==> src/rtl/pgx_pkg.sv <==
package pgx_pkg;
  typedef enum logic [1:0] {W_IDLE, W_REQ, W_WAIT} walk_state_t;

  localparam int unsigned REG_IDX_W = 3;
  localparam logic [REG_IDX_W-1:0] RA_BASE   = 3'd0;
  localparam logic [REG_IDX_W-1:0] RA_INTCTL = 3'd1;
  localparam logic [REG_IDX_W-1:0] RA_PROT   = 3'd2;
  localparam logic [REG_IDX_W-1:0] RA_STAT   = 3'd3;
  localparam logic [REG_IDX_W-1:0] RA_FVA    = 3'd4;
  localparam logic [REG_IDX_W-1:0] RA_FID    = 3'd5;

  localparam int unsigned NUM_SRC   = 8;
  localparam int unsigned SRC_XLAT  = 0;
  localparam int unsigned SRC_WALK  = 4;
  localparam int unsigned CLR_BIT   = 12;
  localparam int unsigned D_VALID   = 1;
  localparam int unsigned D_NONSEC  = 3;
endpackage

==> src/rtl/pgx_walk.sv <==
module pgx_walk #(
  parameter int unsigned AW       = 32,
  parameter int unsigned ID_W     = 16,
  parameter int unsigned PG_SHIFT = 12
) (
  input  logic          clk,
  input  logic          rst,
  input  logic          req_valid,
  output logic          req_ready,
  input  logic [AW-1:0] req_va,
  input  logic [ID_W-1:0] req_id,
  input  logic [AW-1:0] tbl_base,
  input  logic [AW-1:0] prot_addr,
  output logic          mem_req_valid,
  input  logic          mem_req_ready,
  output logic [AW-1:0] mem_req_addr,
  input  logic          mem_rsp_valid,
  input  logic [AW-1:0] mem_rsp_data,
  input  logic          mem_rsp_err,
  output logic          rsp_valid,
  output logic [AW-1:0] rsp_pa,
  output logic          rsp_fault,
  output logic          rsp_nonsec,
  output logic          flt_xlat,
  output logic          flt_walk,
  output logic [AW-1:0] flt_va,
  output logic [ID_W-1:0] flt_id
);
  import pgx_pkg::*;

  localparam int unsigned VPN_W = AW - PG_SHIFT;

  walk_state_t state;
  logic [AW-1:0]   va_q;
  logic [ID_W-1:0] id_q;
  logic            rsp_here;
  logic            hit;
  logic            unused_desc;

  assign rsp_here      = (state == W_WAIT) && mem_rsp_valid;
  assign hit           = !mem_rsp_err && mem_rsp_data[D_VALID];
  assign flt_xlat      = rsp_here && !mem_rsp_err && !mem_rsp_data[D_VALID];
  assign flt_walk      = rsp_here && mem_rsp_err;
  assign flt_va        = {va_q[AW-1:PG_SHIFT], {PG_SHIFT{1'b0}}};
  assign flt_id        = id_q;
  assign req_ready     = (state == W_IDLE);
  assign mem_req_valid = (state == W_REQ);
  assign unused_desc   = ^mem_rsp_data[PG_SHIFT-1:0];

  always_ff @(posedge clk) begin
    if (rst) begin
      state        <= W_IDLE;
      va_q         <= '0;
      id_q         <= '0;
      mem_req_addr <= '0;
      rsp_valid    <= 1'b0;
      rsp_pa       <= '0;
      rsp_fault    <= 1'b0;
      rsp_nonsec   <= 1'b0;
    end else begin
      rsp_valid <= 1'b0;
      unique case (state)
        W_IDLE: if (req_valid) begin
          va_q         <= req_va;
          id_q         <= req_id;
          mem_req_addr <= tbl_base + AW'({req_va[AW-1:PG_SHIFT], 2'b00});
          state        <= W_REQ;
        end
        W_REQ: if (mem_req_ready) state <= W_WAIT;
        W_WAIT: if (mem_rsp_valid) begin
          rsp_valid <= 1'b1;
          if (hit) begin
            rsp_pa     <= {mem_rsp_data[AW-1:PG_SHIFT], va_q[PG_SHIFT-1:0]};
            rsp_fault  <= 1'b0;
            rsp_nonsec <= mem_rsp_data[D_NONSEC];
          end else begin
            rsp_pa     <= prot_addr;
            rsp_fault  <= 1'b1;
            rsp_nonsec <= 1'b0;
          end
          state <= W_IDLE;
        end
        default: state <= W_IDLE;
      endcase
    end
  end

  if (VPN_W + 2 > AW) begin : g_bad_width
    $error("page shift too small for descriptor address");
  end
endmodule

==> src/rtl/pgx_regs.sv <==
module pgx_regs #(
  parameter int unsigned AW        = 32,
  parameter int unsigned ID_W      = 16,
  parameter int unsigned PROT_SHFT = 7
) (
  input  logic            clk,
  input  logic            rst,
  input  logic            reg_en,
  input  logic            reg_we,
  input  logic [2:0]      reg_addr,
  input  logic [AW-1:0]   reg_wdata,
  output logic [AW-1:0]   reg_rdata,
  input  logic            flt_xlat,
  input  logic            flt_walk,
  input  logic [AW-1:0]   flt_va,
  input  logic [ID_W-1:0] flt_id,
  output logic [AW-1:0]   tbl_base,
  output logic [AW-1:0]   prot_addr,
  output logic            irq
);
  import pgx_pkg::*;

  localparam int unsigned GRP_LSB  = ID_W - 3;
  localparam int unsigned PORT_LSB = 8;

  logic [NUM_SRC-1:0] en_q, stat_q, ev, stat_base;
  logic [AW-1:0]      fva_q;
  logic [6:0]         fid_q, fid_enc;
  logic               wr, clr, capture;
  logic               unused_id;

  assign wr        = reg_en && reg_we;
  assign clr       = wr && (reg_addr == RA_INTCTL) && reg_wdata[CLR_BIT];
  assign fid_enc   = {3'd6 - flt_id[GRP_LSB +: 3], flt_id[PORT_LSB +: 4]};
  assign unused_id = ^{flt_id[GRP_LSB-1], flt_id[PORT_LSB-1:0]};

  always_comb begin
    ev           = '0;
    ev[SRC_XLAT] = flt_xlat;
    ev[SRC_WALK] = flt_walk;
    stat_base    = clr ? '0 : stat_q;
    capture      = (|ev) && (stat_base == '0);
  end

  assign irq = |(stat_q & en_q);

  always_ff @(posedge clk) begin
    if (rst) begin
      tbl_base  <= '0;
      prot_addr <= '0;
      en_q      <= '0;
      stat_q    <= '0;
      fva_q     <= '0;
      fid_q     <= '0;
      reg_rdata <= '0;
    end else begin
      stat_q <= stat_base | ev;
      if (capture) begin
        fva_q <= flt_va;
        fid_q <= fid_enc;
      end
      if (wr) begin
        unique case (reg_addr)
          RA_BASE:   tbl_base  <= reg_wdata;
          RA_INTCTL: en_q      <= reg_wdata[NUM_SRC-1:0];
          RA_PROT:   prot_addr <= {reg_wdata[AW-1:PROT_SHFT], {PROT_SHFT{1'b0}}};
          default: ;
        endcase
      end
      if (reg_en && !reg_we) begin
        unique case (reg_addr)
          RA_BASE:   reg_rdata <= tbl_base;
          RA_INTCTL: reg_rdata <= AW'(en_q);
          RA_PROT:   reg_rdata <= prot_addr;
          RA_STAT:   reg_rdata <= AW'(stat_q);
          RA_FVA:    reg_rdata <= fva_q;
          RA_FID:    reg_rdata <= AW'(fid_q);
          default:   reg_rdata <= '0;
        endcase
      end
    end
  end
endmodule

==> src/rtl/pgxlate_top.sv <==
module pgxlate_top #(
  parameter int unsigned AW        = 32,
  parameter int unsigned ID_W      = 16,
  parameter int unsigned PG_SHIFT  = 12,
  parameter int unsigned PROT_SHFT = 7
) (
  input  logic            clk,
  input  logic            rst,
  input  logic            req_valid,
  output logic            req_ready,
  input  logic [AW-1:0]   req_va,
  input  logic [ID_W-1:0] req_id,
  output logic            rsp_valid,
  output logic [AW-1:0]   rsp_pa,
  output logic            rsp_fault,
  output logic            rsp_nonsec,
  output logic            mem_req_valid,
  input  logic            mem_req_ready,
  output logic [AW-1:0]   mem_req_addr,
  input  logic            mem_rsp_valid,
  input  logic [AW-1:0]   mem_rsp_data,
  input  logic            mem_rsp_err,
  input  logic            reg_en,
  input  logic            reg_we,
  input  logic [2:0]      reg_addr,
  input  logic [AW-1:0]   reg_wdata,
  output logic [AW-1:0]   reg_rdata,
  output logic            irq
);
  logic [AW-1:0]   tbl_base, prot_addr, flt_va;
  logic [ID_W-1:0] flt_id;
  logic            flt_xlat, flt_walk;

  pgx_walk #(.AW(AW), .ID_W(ID_W), .PG_SHIFT(PG_SHIFT)) u_walk (
    .clk(clk), .rst(rst),
    .req_valid(req_valid), .req_ready(req_ready), .req_va(req_va), .req_id(req_id),
    .tbl_base(tbl_base), .prot_addr(prot_addr),
    .mem_req_valid(mem_req_valid), .mem_req_ready(mem_req_ready), .mem_req_addr(mem_req_addr),
    .mem_rsp_valid(mem_rsp_valid), .mem_rsp_data(mem_rsp_data), .mem_rsp_err(mem_rsp_err),
    .rsp_valid(rsp_valid), .rsp_pa(rsp_pa), .rsp_fault(rsp_fault), .rsp_nonsec(rsp_nonsec),
    .flt_xlat(flt_xlat), .flt_walk(flt_walk), .flt_va(flt_va), .flt_id(flt_id)
  );

  pgx_regs #(.AW(AW), .ID_W(ID_W), .PROT_SHFT(PROT_SHFT)) u_regs (
    .clk(clk), .rst(rst),
    .reg_en(reg_en), .reg_we(reg_we), .reg_addr(reg_addr),
    .reg_wdata(reg_wdata), .reg_rdata(reg_rdata),
    .flt_xlat(flt_xlat), .flt_walk(flt_walk), .flt_va(flt_va), .flt_id(flt_id),
    .tbl_base(tbl_base), .prot_addr(prot_addr), .irq(irq)
  );
endmodule

==> config.mk <==
export PLATFORM = sky130hd
export DESIGN_NAME = pgxlate_top
export DESIGN_NICKNAME = d
export VERILOG_FILES = /design/src/rtl/pgx_pkg.sv /design/src/rtl/pgx_walk.sv /design/src/rtl/pgx_regs.sv /design/src/rtl/pgxlate_top.sv
export SDC_FILE = /design/constraint.sdc
export NUM_CORES = 1
export LEC_CHECK = 0
export BUFFER_PORTS_ARGS = -buffer_cell sky130_fd_sc_hd__buf_2
export CAP_MARGIN = 20
export CORE_MARGIN = 2
export CORE_UTILIZATION = 40
export CTS_BUF_LIST = sky130_fd_sc_hd__clkbuf_16
export DETAILED_ROUTE_END_ITERATION = 8
export HOLD_SLACK_MARGIN = 0.05
export SYNTH_ARGS = -nofsm -noshare
export SYNTH_HDL_FRONTEND = slang
export SYNTH_SLANG_ARGS = --single-unit
==> constraint.sdc <==
create_clock -name clk -period 4.2 [get_ports clk]
set_clock_uncertainty 0.1 [all_clocks]
set_input_delay 0.84 -clock clk [delete_from_list [all_inputs] [get_ports clk]]
set_output_delay 0.84 -clock clk [all_outputs]
set_load 0.005 [all_outputs]
==> Word level (Yosys, flattened, before mapping) <==
Cells that the tools add are included.
{ "op_classes": {"add_sub_neg": 2, "eq_ne": 10, "mux": 10, "n_bitwise": 3, "n_reduce_logical": 25} }
{ "op_table": {"columns": ["op", "n"], "rows": [
  ["case mux 32 bit (6 select lines)", 1],
  ["adder 32 x 22 -> 32 bit", 1],
  ["two-way mux 32 bit", 1],
  ["logical AND 1 bit", 10],
  ["AND reduction 2 bit", 5],
  ["bitwise AND 8 bit", 1],
  ["zero test 8 bit", 1],
  ["two-way mux 8 bit", 1],
  ["bitwise OR 8 x 5 -> 8 bit", 1],
  ["OR reduction 8 bit", 1],
  ["equality test 3 x 2 -> 1 bit (second input constant)", 2],
  ["equality test 3 bit (second input constant)", 2],
  ["two-way mux 2 bit", 3],
  ["case mux 2 bit (3 select lines)", 1],
  ["inequality test 2 bit (second input constant)", 2],
  ["OR reduction 2 bit", 2],
  ["equality test 3 x 1 -> 1 bit (second input constant)", 1],
  ["zero test 1 bit", 3],
  ["zero test 3 bit", 1],
  ["two-way mux 1 bit", 3],
  ["AND reduction 3 bit", 1],
  ["subtractor 3 bit (first input constant)", 1],
  ["equality test 2 x 1 -> 1 bit (second input constant)", 1],
  ["equality test 2 bit (second input constant)", 1],
  ["3 further kinds", 3]
]} }
{ "word_totals": {"register_bits": 249, "input_bits": 123, "out_inout_bits": 102, "elab_cells": 65} }

==> Longest topological paths before layout <==
Gate-level depths: netlist (run 1).
{ "logic_depth": {"depth_word": 6, "mapped_depth": 10} }

==> Hierarchy <==
A second synthesis (run 1) with hierarchy kept.
{ "unflattened": {"cells_unflattened": 1457, "area_unflattened_um2": 12313.1} }
{ "modules_own_cells": {"columns": ["mod", "instances", "cells_each", "area_per_inst_um2", "seq_area_each_um2"], "rows": [
  ["pgx_regs", 1, 708, 6213.5, 2882.8],
  ["pgx_walk", 1, 749, 6099.6, 2342.2]
]} }

==> Worst setup path after synthesis (run 1) <==
Ideal clock, no wire load.
{ "synth_path": {"path_type": "input -> register", "startpoint": "input port req_va[12]", "endpoint": "register u_walk.mem_req_addr[30]", "t_arrival_ps": 2986, "t_required_ps": 3997, "setup_slack_ps": 1011, "cell_stages": 10, "path_cell_list": "ha_1 > inv_1 > fa_1 > and2b_1 > o2111ai_1 > a21oi_1 > o2111ai_1 > and2_1 > o311a_1 > a2111oi_2"} }
{ "synth_via": {"elab_chain_len": 1} }
{ "synth_rtl": {"columns": ["item", "line_no", "source"], "rows": [
  ["start: declaration", "pgxlate_top.sv:11", "input logic [AW-1:0] req_va,"],
  ["adder 32 x 22 -> 32 bit", "pgx_walk.sv:66", "mem_req_addr <= tbl_base + AW'({req_va[AW-1:PG_SHIFT], 2'b00});"],
  ["end signal: assignment", "pgx_walk.sv:66", null],
  ["end: declaration", "pgx_walk.sv:16", "output logic [AW-1:0] mem_req_addr,"]
]} }
Every way passes these cells.
A chain may end at the register's enable or synchronous reset.

==> Worst setup path in the final report (run 1) <==
{ "layout_path": {"startpoint": "input port req_va[12]", "endpoint": "register u_walk.mem_req_addr[28]"} }
The elaborated chain is that of the path after synthesis.

==> impl_metrics.ini, run 1 <==
[worst_setup_path]
crit_required_ps = 4520
critPathMaxFanout = 5
critPathMaxStageDelay_ps = 440
path_class = input port to flop
path_cells = buf_2, ha_1, inv_1, fa_1, and2b_1, o2111ai_1, a21oi_1, o2111ai_1, a21oi_1, o21ai_0, a2111oi_1
start_kind = input port
arrival_ps = 3620
endpoint_kind = flop
crit_slowest_cell = a21oi_1

[clock_network]
worstSkewPairLatency_ps = 540
postCtsHoldBufs = 0
numCtsBuffers = 28
clk_pin_slew_ps = 60
cts.path.max_buffers = 3
cts_tree = yes
clock-sinks = 240
h-tree-depth = 1
post_cts_buffers = 0
cts_resized = 0
clockRootBuffer = clkbuf_16

[pwr]
p_seq_frac = 0.472
p_leak_nw = 5.11
p_sw_frac = 0.247
p_int_mw = 3.80
powerDensity_nw_per_um2 = 401
finalPower_mw = 5.04
switchingPower_mw = 1.24
clkPwrFrac = 0.443
power_frac_comb = 0.084
vdd_drop_max_v = 0.000277

[routing]
drt_iter0_markers = 716
drc = 0
antenna_left = 0
wirelength_um = 30900
routedWlPerCell_um = 17.4
vias = 9363
avgViaCountPerCell = 5.26
dr.pass1.iters = 5

[sta]
finalHoldViolCount = 0
rsz0062_at_grt = false
slew_headroom = 0.295
worst_pin_slew_ps = 1060
fmax_mhz = 303
period_needed_ps = 3300
fin_ws_ps = 903
setup_viol = 0
hold_ws_ps = 347
period_share = 0.785
slew_violations = 0
finalSetupTns_ps = 0

[global_route]
antenna_found_initial = 3
grt_pass1_vias = 8834
overflow = 0
grt_util_all_layers = 0.218
grt_pass1_wl_um = 48600
grt_max_degree = 97

[floorplanning]
die_area_um2 = 27400
die_y_um = 166
num_rows = 59
initial_core_util = 0.405
core_area_um2 = 25800
die_w_um = 166
io_pins = 225

[yosys]
synth_top_area_cell = dfxtp_1
seq_area_frac_synth = 0.460
synth_edf_count = 0
synthArstFlopShare = 0
yosysMostFrequentCell = nand2_1
synth_top_area_share = 0.460
ys.warnings.count = 0
synthTopCellsByArea = dfxtp_1 46%, nand2_1 9.8%, mux2i_1 8.2%
syn_nets = 1401
netlist_instances = 1256
synth.distinct_cells = 62
synth-seq-cells = 240
synth_area_um2 = 10500
syn_avg_cell_area_um2 = 8.32
synth_common_cells = 273 x nand2_1, 240 x dfxtp_1, 140 x a21oi_1
synth_ff_type = dfxtp_1

[placement]
place_area_um2 = 11700
portBuffers = 205
hpwlAfterDp_um = 22300
dp_slack_ps = 450
gp_congestion = 0.844

[layout]
design_area_um2 = 12600
drive_gt1_frac = 0.195
syn_to_final_growth_pct = 20.4
fin_nets = 1568

[hold_path]
min_path_type = flop to flop

[run_status]
status = completed

[job]
max-cap-violations = 0
## critical path: cells and delay by family
kind	cells	cell delay, ps
buffers and inverters	2	180
AOI/OAI and AO/OA	6	1770
and+or+nand+nor	1	240
adders and majority gates	2	580
## metal layers
metal	GRT usage	share of wire
met5	0	0
met2	0.376	0.50
met4	0.0529	0.017
met3	0.0399	0.054
met1	0.281	0.43
## registers in the layout (all words and copies together), names as in the netlist
signal	flops
u_regs.tbl_base	32
u_regs.fid_q	7
u_walk.mem_req_addr	32
u_walk.flt_id	7
u_regs.reg_rdata	32
u_walk.rsp_valid	1
u_walk.va_q	32
u_walk.state	2
u_regs.fva_q	20
u_walk.rsp_nonsec	1
u_regs.prot_addr	25
u_regs.en_q	8
u_walk.rsp_pa	32
u_regs.stat_q	8
u_walk.rsp_fault	1
## worst paths after layout
check	cells past startpoint	slack (ps)	to	start
worst min-delay path	2	350	u_walk.mem_req_addr[8]$_SDFFE_PP0P_	u_walk.mem_req_addr[8]$_SDFFE_PP0P_
worst max register to register	10	910	u_walk.mem_req_addr[28]$_SDFFE_PP0P_	u_regs.tbl_base[2]$_SDFFE_PP0P_
worst min register to register	2	350	u_walk.mem_req_addr[8]$_SDFFE_PP0P_	u_walk.mem_req_addr[8]$_SDFFE_PP0P_
worst max-delay path	11	900	u_walk.mem_req_addr[28]$_SDFFE_PP0P_	req_va[12]
## logic make-up (layout without fill, tap and decap cells)
group | count (synthesis) | after routing | synth area share
AO/OA/AOI/OAI | 304 | 304 | 0.181
XOR/XNOR | 15 | 15 | 0.0126
adder cells (fa/ha/maj) | 22 | 22 | 0.0270
buffers and inverters | 91 | 277 | 0.0347
flip-flops | 240 | 240 | 0.460
multiplexers | 91 | 91 | 0.0888
other | 0 | 3 | 0
AND/OR/NAND/NOR | 493 | 493 | 0.196
## layout make-up
type | count | area, um2
antenna | 3 | 7.51
clock buffer | 29 | 726
clock inverter | 20 | 114
fill | 2604 | 13300
inverter | 5 | 18.8
multi-input combinational | 925 | 5330
sequential | 240 | 4800
tap | 335 | 419
timing repair buffer | 223 | 1170
## metrics by stage
step | utilization | cells
global placement | 0.454 | 1727
global route | 0.487 | 1780
CTS | 0.487 | 1777
floorplan | - | 1256
finish | 0.487 | 1780
detailed placement | 0.454 | 1728
## power groups by stage
stage	Sequential [mW]	Clock, mW	Combinational, mW
after floorplan	2.42	0	0.256
after global placement	2.43	0	0.420
after detailed placement	2.43	0	0.426
after CTS	2.38	2.29	0.427
after global routing	2.39	2.38	0.473
final	2.38	2.24	0.424
## cells in the final DEF (no fill, tap or decap), types with 7 or more instances in the layout
cell type	n
ha_1	21
a21o_1	10
xnor2_1	8
nor3_1	14
nand3_1	18
buf_2	204
a221oi_1	8
mux2i_1	86
inv_1	9
xor2_1	7
a22oi_1	33
clkinv_1	9
a21oi_1	140
clkbuf_16	29
and2_1	8
buf_4	18
nor2_1	131
a211oi_1	31
dfxtp_1	240
o21ai_0	46
nand2_1	272
nand4_1	8
(Power assumes the default switching activity.)
==> run 2: changes to the inputs <==
==> constraint.sdc (replaced) <==
create_clock -name clk -period 3.4 [get_ports clk]
set_clock_uncertainty 0.1 [all_clocks]
set_input_delay 0.68 -clock clk [delete_from_list [all_inputs] [get_ports clk]]
set_output_delay 0.68 -clock clk [all_outputs]
set_load 0.005 [all_outputs]
==> impl_metrics.ini, run 2 (synthesized netlist as in run 1, its figures left out) <==
[worst_setup_path]
endpoint_kind = flop
path_class = flop to flop
start_kind = flop
critPathMaxFanout = 4
arrival_ps = 3480
crit_required_ps = 3730

[clock_network]
clk_pin_slew_ps = 60
postCtsHoldBufs = 0
cts_tree = yes
worstSkewPairLatency_ps = 530
clockRootBuffer = clkbuf_16
cts_resized = 0
numCtsBuffers = 26
clock-sinks = 240
post_cts_buffers = 0
h-tree-depth = 1
cts.path.max_buffers = 3

[run_status]
status = completed

[routing]
vias = 9449
routedWlPerCell_um = 17.4
wirelength_um = 31000
antenna_left = 0
drt_iter0_markers = 723
drc = 0
avgViaCountPerCell = 5.30
dr.pass1.iters = 5

[global_route]
antenna_found_initial = 2
grt_pass1_wl_um = 48700
grt_max_degree = 93
grt_util_all_layers = 0.218
overflow = 0
grt_pass1_vias = 8936

[placement]
dpl.cell_count = 1735
portBuffers = 205
gp_congestion = 0.856
hpwlAfterDp_um = 22400

[pwr]
finalPower_mw = 6.08
powerDensity_nw_per_um2 = 482
vdd_drop_max_v = 0.000329
p_leak_nw = 5.13

[floorplanning]
die_area_um2 = 27400
io_pins = 225
initial_core_util = 0.405
core_area_um2 = 25800
die_y_um = 166
num_rows = 59
die_w_um = 166

[hold_path]
min_path_type = input port to flop

[sta]
hold_ws_ps = 284
slew_headroom = 0.382
setup_viol = 0
rsz0062_at_grt = false
finalHoldViolCount = 0
period_share = 0.926
period_needed_ps = 3150
worst_pin_slew_ps = 928
fmax_mhz = 318
slew_violations = 0

[job]
max-cap-violations = 0

[layout]
layout_commonest_cell = nand2_1
fin_nets = 1573
drive_gt1_frac = 0.196
finalNonFillerCells = 1782
layout_common_cells = 272 x nand2_1, 240 x dfxtp_1, 204 x buf_2
syn_to_final_growth_pct = 20.6
## run 2: cell types whose count changed in the layout (fill, tap and decap cells not counted)
cell	previous run	this run
clkinv_2	4	2
inv_1	9	12
clkbuf_16	29	27
clkinv_1	9	7
diode_2	3	2
buf_12	0	3
clkinvlp_4	2	1
buf_4	18	22
## run 2: path summary, 6_finish.rpt
check	end	cells past startpoint	start	slack, ps
max reg2reg	u_walk.mem_req_addr[30]$_SDFFE_PP0P_	10	u_regs.tbl_base[2]$_SDFFE_PP0P_	250
min	u_walk.flt_id[8]$_SDFFE_PP0P_	3	req_id[8]	280
min reg2reg	u_walk.rsp_pa[4]$_SDFFE_PP0P_	2	u_walk.rsp_pa[4]$_SDFFE_PP0P_	350
max	u_walk.mem_req_addr[30]$_SDFFE_PP0P_	10	u_regs.tbl_base[2]$_SDFFE_PP0P_	250
## run 2: cell type report
type / instances / area (um2)
Fill cell: 2581 / 13200
Multi-Input combinational cell: 925 / 5330
Sequential cell: 240 / 4800
Timing Repair Buffer: 230 / 1260
Clock buffer: 27 / 676
Tap cell: 335 / 419
Clock inverter: 18 / 100
Inverter: 5 / 18.8
Antenna cell: 2 / 5.00
## run 2: worst max-delay path, cell delays in order (launching register included)
cell and delay (ps):
dfxtp_1 390, ha_1 190, inv_1 50, fa_1 370, and2b_1 220, o2111ai_1 170, a21oi_1 360, o2111ai_1 320
and2_1 250, o311a_1 360, a2111oi_2 270
## run 2: power breakdown
group	internal, mW	switching, mW
clock network	1.49	1.11
logic	0.206	0.329
registers	2.89	0.0482
total	4.59	1.49
## run 2: metal layers
layer  track usage  routed length, um
met1         0.279              13300
met2         0.377              15300
met3        0.0356               1640
met4        0.0647                747
met5             0                  0
## run 2: metrics by stage
step / area (um2) / util / setup slack [ps] / setup TNS [ps]
after floorplan: 10500 / - / 371 / 0
after global placement: 11800 / 0.458 / -37.3 / -37.3
after detailed placement: 11800 / 0.458 / -31.2 / -31.2
after CTS: 12600 / 0.488 / 309 / 0
after global routing: 12600 / 0.488 / 57.0 / 0
final: 12600 / 0.488 / 252 / 0
